===== config.mk =====
export PLATFORM = sky130hd
export DESIGN_NAME = flashctl_regpair
export DESIGN_NICKNAME = d
export VERILOG_FILES = /design/src/rtl/flashctl_pkg.sv /design/src/rtl/flashctl_seqguard.sv /design/src/rtl/flashctl_errflags.sv /design/src/rtl/flashctl_readmux.sv /design/src/rtl/flashctl_regpair.sv
export SDC_FILE = /design/constraint.sdc
export NUM_CORES = 1
export LEC_CHECK = 0
export BUFFER_PORTS_ARGS = -buffer_cell sky130_fd_sc_hd__buf_2
export CAP_MARGIN = 20
export CORE_AREA = 4 4 41 43
export CTS_BUF_LIST = sky130_fd_sc_hd__clkbuf_2 sky130_fd_sc_hd__clkbuf_4 sky130_fd_sc_hd__clkbuf_8
export DETAILED_ROUTE_END_ITERATION = 16
export DIE_AREA = 0 0 45 47
export PLACE_DENSITY = 0.83
export REMOVE_ABC_BUFFERS = 1
export SYNTH_ARGS = -nofsm -noshare
export SYNTH_HDL_FRONTEND = slang
export SYNTH_SLANG_ARGS = --single-unit

===== constraint.sdc =====
create_clock -name clk -period 1.7 [get_ports clk]
set_clock_uncertainty 0.05 [all_clocks]
set_input_delay 0.085 -clock clk [delete_from_list [all_inputs] [get_ports clk]]
set_output_delay 0.085 -clock clk [all_outputs]
set_load 0.03 [all_outputs]

===== src/rtl/flashctl_pkg.sv =====
package flashctl_pkg;
  parameter int REG_W = 8;
  // bit positions software decodes
  localparam int B_RDY = 0;
  localparam int B_RWE = 1;
  localparam int B_LCK = 2;
  localparam int B_STP = 3;
  localparam int B_PER = 6;
  localparam int B_EER = 7;
  localparam int B_MOD = 1;
  // protected-bit guard indices
  localparam int N_PROT = 3;
  localparam int G_RWE  = 0;
  localparam int G_LCK  = 1;
  localparam int G_MOD  = 2;
  localparam int N_ERR  = 2;
endpackage


===== src/rtl/flashctl_seqguard.sv =====
module flashctl_seqguard (
  input  logic clk,
  input  logic rst_n,
  input  logic bus_access,
  input  logic abort,
  input  logic arm_wr,
  input  logic set_wr,
  output logic set_ok
);
  logic armed_q;

  always_ff @(posedge clk or negedge rst_n) begin
    if (!rst_n)          armed_q <= 1'b0;
    else if (abort)      armed_q <= 1'b0;
    else if (bus_access) armed_q <= arm_wr;
  end

  assign set_ok = set_wr & armed_q & ~abort;
endmodule


===== src/rtl/flashctl_errflags.sv =====
module flashctl_errflags #(
  parameter int N = 2
) (
  input  logic         clk,
  input  logic         rst_n,
  input  logic [N-1:0] set_pulse,
  input  logic         clr,
  output logic [N-1:0] flag
);
  for (genvar i = 0; i < N; i++) begin : g_flag
    always_ff @(posedge clk or negedge rst_n) begin
      if (!rst_n)            flag[i] <= 1'b0;
      else if (set_pulse[i]) flag[i] <= 1'b1;
      else if (clr)          flag[i] <= 1'b0;
    end
  end
endmodule


===== src/rtl/flashctl_readmux.sv =====
module flashctl_readmux #(
  parameter int W = flashctl_pkg::REG_W
) (
  input  logic         sel,
  input  logic         ready,
  input  logic         rewrite,
  input  logic         lock,
  input  logic         stop,
  input  logic         perr,
  input  logic         eerr,
  input  logic         mode,
  output logic [W-1:0] rd_data
);
  import flashctl_pkg::*;
  logic [W-1:0] reg_a, reg_b;

  always_comb begin
    reg_a        = '0;
    reg_a[B_RDY] = ready;
    reg_a[B_RWE] = rewrite;
    reg_a[B_LCK] = lock;
    reg_a[B_STP] = stop;
    reg_a[B_PER] = perr;
    reg_a[B_EER] = eerr;
    reg_b        = '0;
    reg_b[B_MOD] = mode;
  end

  assign rd_data = sel ? reg_b : reg_a;
endmodule


===== src/rtl/flashctl_regpair.sv =====
module flashctl_regpair
  import flashctl_pkg::*;
#(
  parameter int DW = REG_W
) (
  input  logic          clk,
  input  logic          rst_n,
  input  logic          reg_sel,
  input  logic          wr_en,
  input  logic          rd_en,
  input  logic [DW-1:0] wr_data,
  output logic [DW-1:0] rd_data,
  input  logic          irq_ack,
  input  logic          dma_cycle,
  input  logic          eng_ready,
  input  logic          prog_err_pulse,
  input  logic          erase_err_pulse,
  input  logic          clr_status,
  output logic          rewrite_en,
  output logic          lock_dis,
  output logic          mode_sel,
  output logic          stop_active
);
  logic wr_a, wr_b, access, abort;
  logic [N_PROT-1:0] arm_wr, set_wr, set_ok;
  logic [N_PROT-1:0] guard_sel;
  logic [N_PROT-1:0] guard_bit;
  logic ready_q, rwe_q, lck_q, mod_q, stp_q;
  logic [N_ERR-1:0] err_q;
  logic unused_wdata;

  assign wr_a   = wr_en & ~reg_sel;
  assign wr_b   = wr_en &  reg_sel;
  assign access = wr_en | rd_en;
  assign abort  = irq_ack | dma_cycle;
  assign unused_wdata = ^{wr_data[DW-1:4], wr_data[0]};

  // which register and data bit each guard watches
  always_comb begin
    guard_sel        = '0;
    guard_sel[G_MOD] = 1'b1;
    guard_bit[G_RWE] = wr_data[B_RWE];
    guard_bit[G_LCK] = wr_data[B_LCK];
    guard_bit[G_MOD] = wr_data[B_MOD];
  end

  for (genvar g = 0; g < N_PROT; g++) begin : g_guard
    logic hit;
    assign hit       = guard_sel[g] ? wr_b : wr_a;
    assign arm_wr[g] = hit & ~guard_bit[g];
    assign set_wr[g] = hit &  guard_bit[g];
    flashctl_seqguard u_guard (
      .clk       (clk),
      .rst_n     (rst_n),
      .bus_access(access),
      .abort     (abort),
      .arm_wr    (arm_wr[g]),
      .set_wr    (set_wr[g]),
      .set_ok    (set_ok[g])
    );
  end

  always_ff @(posedge clk or negedge rst_n) begin
    if (!rst_n) begin
      ready_q <= 1'b1;
      rwe_q   <= 1'b0;
      lck_q   <= 1'b0;
      mod_q   <= 1'b0;
      stp_q   <= 1'b0;
    end else begin
      ready_q <= eng_ready;
      if (arm_wr[G_RWE])      rwe_q <= 1'b0;
      else if (set_ok[G_RWE]) rwe_q <= 1'b1;
      if (arm_wr[G_LCK])      lck_q <= 1'b0;
      else if (set_ok[G_LCK] && rwe_q && wr_data[B_RWE]) lck_q <= 1'b1;
      if (arm_wr[G_RWE] || arm_wr[G_MOD]) mod_q <= 1'b0;
      else if (set_ok[G_MOD] && rwe_q)    mod_q <= 1'b1;
      if (wr_a) stp_q <= wr_data[B_STP];
    end
  end

  flashctl_errflags #(.N(N_ERR)) u_err (
    .clk      (clk),
    .rst_n    (rst_n),
    .set_pulse({erase_err_pulse, prog_err_pulse}),
    .clr      (clr_status),
    .flag     (err_q)
  );

  flashctl_readmux #(.W(DW)) u_rd (
    .sel    (reg_sel),
    .ready  (ready_q),
    .rewrite(rwe_q),
    .lock   (lck_q),
    .stop   (stp_q),
    .perr   (err_q[0]),
    .eerr   (err_q[1]),
    .mode   (mod_q),
    .rd_data(rd_data)
  );

  assign rewrite_en  = rwe_q;
  assign lock_dis    = lck_q;
  assign mode_sel    = mod_q;
  assign stop_active = stp_q & rwe_q;
endmodule


# [Word level (Yosys, flattened, before mapping)]
# Index checks and enable logic that the tools add are counted.
[totals] register_bits=10 in_bits=19 output_inout_bits=12 elab_cells=57
[classes] n_mux=16 n_bitwise=21 n_reduce_logical=10
[op_table] cell="1-bit bitwise AND" count=15
[op_table] cell="1-bit two-way mux" count=15
[op_table] cell="2-bit nonzero test" count=6
[op_table] cell="8-bit two-way mux" count=1
[op_table] cell="1-bit inverter" count=4
[op_table] cell="1-bit logical AND" count=3
[op_table] cell="1-bit bitwise OR" count=2
[op_table] cell="1-bit logical OR" count=1

# [Longest topological paths before layout]
[depth] word_depth=9 mapped_depth=3

# [Hierarchy]
# From an unflattened synthesis, not the netlist that was laid out.
[hier_totals] cells_unflattened=54 hier_area_um2=535.5
[modules_own_cells] module="flashctl_regpair" instances=1 cells_each=25 area_per_inst_um2=250.2 seq_area_each_um2=126.4
[modules_own_cells] module="flashctl_seqguard" instances=3 cells_each=5 area_per_inst_um2=46.3 seq_area_each_um2=25.0
[modules_own_cells] module="flashctl_readmux" instances=1 cells_each=9 area_per_inst_um2=77.6 seq_area_each_um2=0.0
[modules_own_cells] module="flashctl_errflags" instances=1 cells_each=5 area_per_inst_um2=68.8 seq_area_each_um2=50.0

# [Least setup slack after synthesis]
# Ideal clock, no wire load.
[synth_path] path_type="register to register" start="reg rwe_q, in the netlist rewrite_en" end="reg lck_q, in the netlist lock_dis" setup_ps=95 arrival_time_ps=872 required_ps=1555 path_slack_ps=683 stages_incl_launch_ff=3 n_path_buf=0 path_cell_list="dfrtp_1 nand3_1 o31ai_1"
[synth_between] elab_chain_cells=3
[synth_lines] item="from (decl)" line_no="flashctl_regpair.sv:28" text="logic ready_q, rwe_q, lck_q, mod_q, stp_q;"
[synth_lines] item="from (signal assigned)" line_no="flashctl_regpair.sv:66" text="rwe_q <= 1'b0;"
[synth_lines] item="from (signal assigned)" line_no="flashctl_regpair.sv:72" text="if (arm_wr[G_RWE]) rwe_q <= 1'b0;"
[synth_lines] item="from (signal assigned)" line_no="flashctl_regpair.sv:73" text="else if (set_ok[G_RWE]) rwe_q <= 1'b1;"
[synth_lines] item="1-bit logical AND (2 in series)" line_no="flashctl_regpair.sv:75" text="else if (set_ok[G_LCK] && rwe_q && wr_data[B_RWE]) lck_q <= 1'b1;"
[synth_lines] item="2-bit nonzero test (no source line)"
[synth_lines] item="to (signal assigned)" line_no="flashctl_regpair.sv:67" text="lck_q <= 1'b0;"
[synth_lines] item="to (signal assigned)" line_no="flashctl_regpair.sv:74" text="if (arm_wr[G_LCK]) lck_q <= 1'b0;"
[synth_lines] item="to (signal assigned)" line_no="flashctl_regpair.sv:75"
[synth_lines] item="to (decl)" line_no="flashctl_regpair.sv:28"
# No other way between the ends.
# A chain may end at the register's enable or synchronous reset.

==> reports/qor.csv <==
metric,value,unit
required,1.80,ns
dieArea,2115,µm²
period_share,78.76,%
slowest_delay,0.54,ns
min_path_cells,3,
wl_per_cell,13.23,µm
fin_area,723.2,µm²
cp.arrival,1.44,ns
cts_resized,0,
post_cts_buffers,0,
regArea,251.5,µm²
drt_iter0_markers,5,
switching_share,26.81,%
antenna_found_initial,0,
fin_tns_setup,0,ns
min_path_type,primary input to flop,
initial_core_util,38.46,%
grtUsageTotal,13.51,%
ys_types,23,
vdd_drop_max,0.0003652,V
cpMaxStageDelayCell,dlygate4sd3_1,
vias,465,
ys_ff_latch,10,
seq_area_frac_synth,50.25,%
cts.sinks,10,
intPower,0.3982,mW
grt_pass1_vias,468,
layout-drive-gt1-share,48.75,%
reg2reg_to,g_guard[2].u_guard.armed_q,
drt-total-wl,1257,µm
syn_inst,47,
end_kind,flop,
crit_chain,nand2b_1 -> o32a_1 -> nor3_2 -> dlygate4sd3_1,
rsz0062_at_grt,no,
clock.fmax,746.9,MHz
cts_tree,built,
ctsRootBufferMaster,clkbuf_4,
avgSynthCellArea,10.65,µm²
ant_nets,0,
routabilityCongestion,0.8132,
p_clk_share,35.7,%
hold_path_startpoint,wr_data[2],
cap_violations,0,
setup_viol,0,
numCtsBuffers,3,
num_antenna_cells,0,
core-area,1301,µm²
slew_viol_final,0,
drcViolationCount,0,
crit_type,flop to flop,
drt_pass1_iterations,4,
grt_pass1_wl,2028,µm
grt_max_degree,11,
finalHoldViolCount,0,
crit_path_max_fanout,2,
p_leak,0.3874,nW
multi_input_area,226.5,µm²
regToRegSetupSlack,0.36,ns
critical-path-top-delay-family,buffers and inverters,
dpl.hpwl,882.9,µm
htree_levels,1,
nFillCells,131,
fin_nets,100,
overflow,0,
reg2reg_depth,4,
fp-row-count,13,
syn_to_final_growth,44.50,%
rr_startpoint,g_guard[2].u_guard.armed_q,
switching_power,0.1459,mW
ios,31,
hold_end,lock_dis,
final.min_clock_period,1.339,ns
power_frac_seq,46.5,%
combPwrFrac,17.8,%
path_clk_slew,0.07,ns
cts_buffer_depth,2,
path_buf_inv,1,
ys_warn_count,0,
powerDensity,752.3,nW/µm²
synth_area,500.5,µm²
dieWidth,45,µm
worst_skew_pair.late_latency,0.27,ns
hold_slack,0.02679,ns
io_buffers,23,
startpoint_type,flop,
avgViaCountPerCell,4.895,
dpl_cell_area,623.1,µm²
fin_util,55.58,%
status,"finished, final reports clean",
fp.dieH,47,µm
cell families after synthesis:
logic type / after synthesis / synth area share, %
AND/OR/NAND/NOR: 19 / 25.00
AO/OA/AOI/OAI: 10 / 14.25
flip-flops: 10 / 50.25
buffers and inverters: 5 / 5.249
multiplexers: 2 / 4.500
other: 1 / 0.7493
timing repair:
action                                  in CTS  in global routing
hold buffers                                 7                  0
hold endpoints to repair                    15                  0
endpoints found under the setup margin       0                  0
synth_stat cells:
master | n | area share [%]
a21boi_1 | 1 | 1.5
a21o_1 | 2 | 3.0
a41oi_1 | 1 | 1.8
and2_1 | 2 | 2.5
and2b_2 | 5 | 8.7
buf_4 | 2 | 3.0
conb_1 | 1 | 0.75
dfrtp_1 | 9 | 45
dfstp_2 | 1 | 5.3
inv_1 | 2 | 1.5
inv_2 | 1 | 0.75
mux2_2 | 2 | 4.5
nand2_1 | 2 | 1.5
nand2b_1 | 1 | 1.3
nand2b_4 | 1 | 2.7
nand3_1 | 2 | 2.0
nor2_1 | 4 | 3.0
nor3_2 | 1 | 2.0
o21a_1 | 1 | 1.5
o21ai_0 | 3 | 3.0
o31ai_1 | 1 | 1.5
o32a_1 | 1 | 2.0
or2_2 | 1 | 1.3
power by group through the flow:
stage | Clock [mW] | Sequential (mW) | Combinational [mW]
2_1_floorplan | 0 | 0.257 | 0.0478
3_3_place_gp | 0 | 0.257 | 0.0827
3_5_place_dp | 0 | 0.258 | 0.0858
4_1_cts | 0.195 | 0.254 | 0.0974
5_1_grt | 0.204 | 0.254 | 0.105
6_report | 0.194 | 0.253 | 0.0966
final cells by class:
| cell class | count | share of cell area (%) |
|---|---|---|
| multi-input cells | 33 | 31.31 |
| flip-flops and latches | 10 | 34.78 |
| well taps | 15 | 2.595 |
| repair buffers | 30 | 25.61 |
| inverters | 3 | 1.557 |
| clock buffers | 4 | 4.152 |
cell usage in the layout, fill, tap and decap left out, drive strengths merged:
| cell type | netlist | final |
|---|---|---|
| o21a | 1 | 1 |
| o31ai | 1 | 1 |
| dfrtp | 9 | 9 |
| and2b | 5 | 5 |
| conb | 1 | 2 |
| dfstp | 1 | 1 |
| inv | 3 | 3 |
| nand3 | 2 | 2 |
| and2 | 2 | 2 |
| nand2b | 2 | 2 |
| nand2 | 2 | 2 |
| buf | 2 | 23 |
| a21o | 2 | 2 |
| a41oi | 1 | 1 |
| mux2 | 2 | 2 |
| nor3 | 1 | 1 |
| nor2 | 4 | 4 |
| o32a | 1 | 1 |
| o21ai | 3 | 3 |
| dlygate4sd3 | 0 | 7 |
| or2 | 1 | 1 |
| clkbuf | 0 | 4 |
| a21boi | 1 | 1 |
worst reg2reg max path, stage by stage, from the launching register on:
cell           delay (ns)
dfrtp_1              0.38
nand2b_1             0.07
o32a_1               0.15
nor3_2               0.04
dlygate4sd3_1        0.54
layer usage:
metal | GRT usage, % | wire length, µm | part of all wire (%)
met1 | 15.06 | 483 | 38
met2 | 23.73 | 688 | 55
met3 | 2.299 | 75 | 6.0
met4 | 8.772 | 10 | 0.80
met5 | 0 | 0 | 0
stage by stage:
| stage | power [mW] | cells | setup WS (ns) |
|---|---|---|---|
| 3_5_place_dp | 0.3439 | 84 | 0.7248 |
| 5_1_grt | 0.5639 | 95 | 0.3227 |
| 2_1_floorplan | 0.3050 | 46 | 0.6830 |
| 4_1_cts | 0.5463 | 95 | 0.3664 |
| 3_3_place_gp | 0.3396 | 84 | 0.7213 |
| 6_report | 0.5440 | 95 | 0.3612 |
worst max-delay path by stage:
stage | from | endpoint | slack (ns) | depth (start not counted)
2_1_floorplan | rewrite_en | lock_dis | 0.68 | 2
3_3_place_gp | rewrite_en | rd_data[1] | 0.72 | 2
3_5_place_dp | dma_cycle | lock_dis | 0.72 | 4
4_1_cts | g_guard[2].u_guard.armed_q | g_guard[2].u_guard.armed_q | 0.37 | 4
5_1_grt | g_guard[2].u_guard.armed_q | g_guard[2].u_guard.armed_q | 0.32 | 4
6_report | g_guard[2].u_guard.armed_q | g_guard[2].u_guard.armed_q | 0.36 | 4
flip-flops by register name, summed over array words and instances, names as in the netlist:
| signal | count |
|---|---|
| stp_q | 1 |
| ready_q | 1 |
| lock_dis | 1 |
| mode_sel | 1 |
| g_guard.u_guard.armed_q | 3 |
| rewrite_en | 1 |
| u_err.flag | 2 |
(Power assumes the default switching activity.)
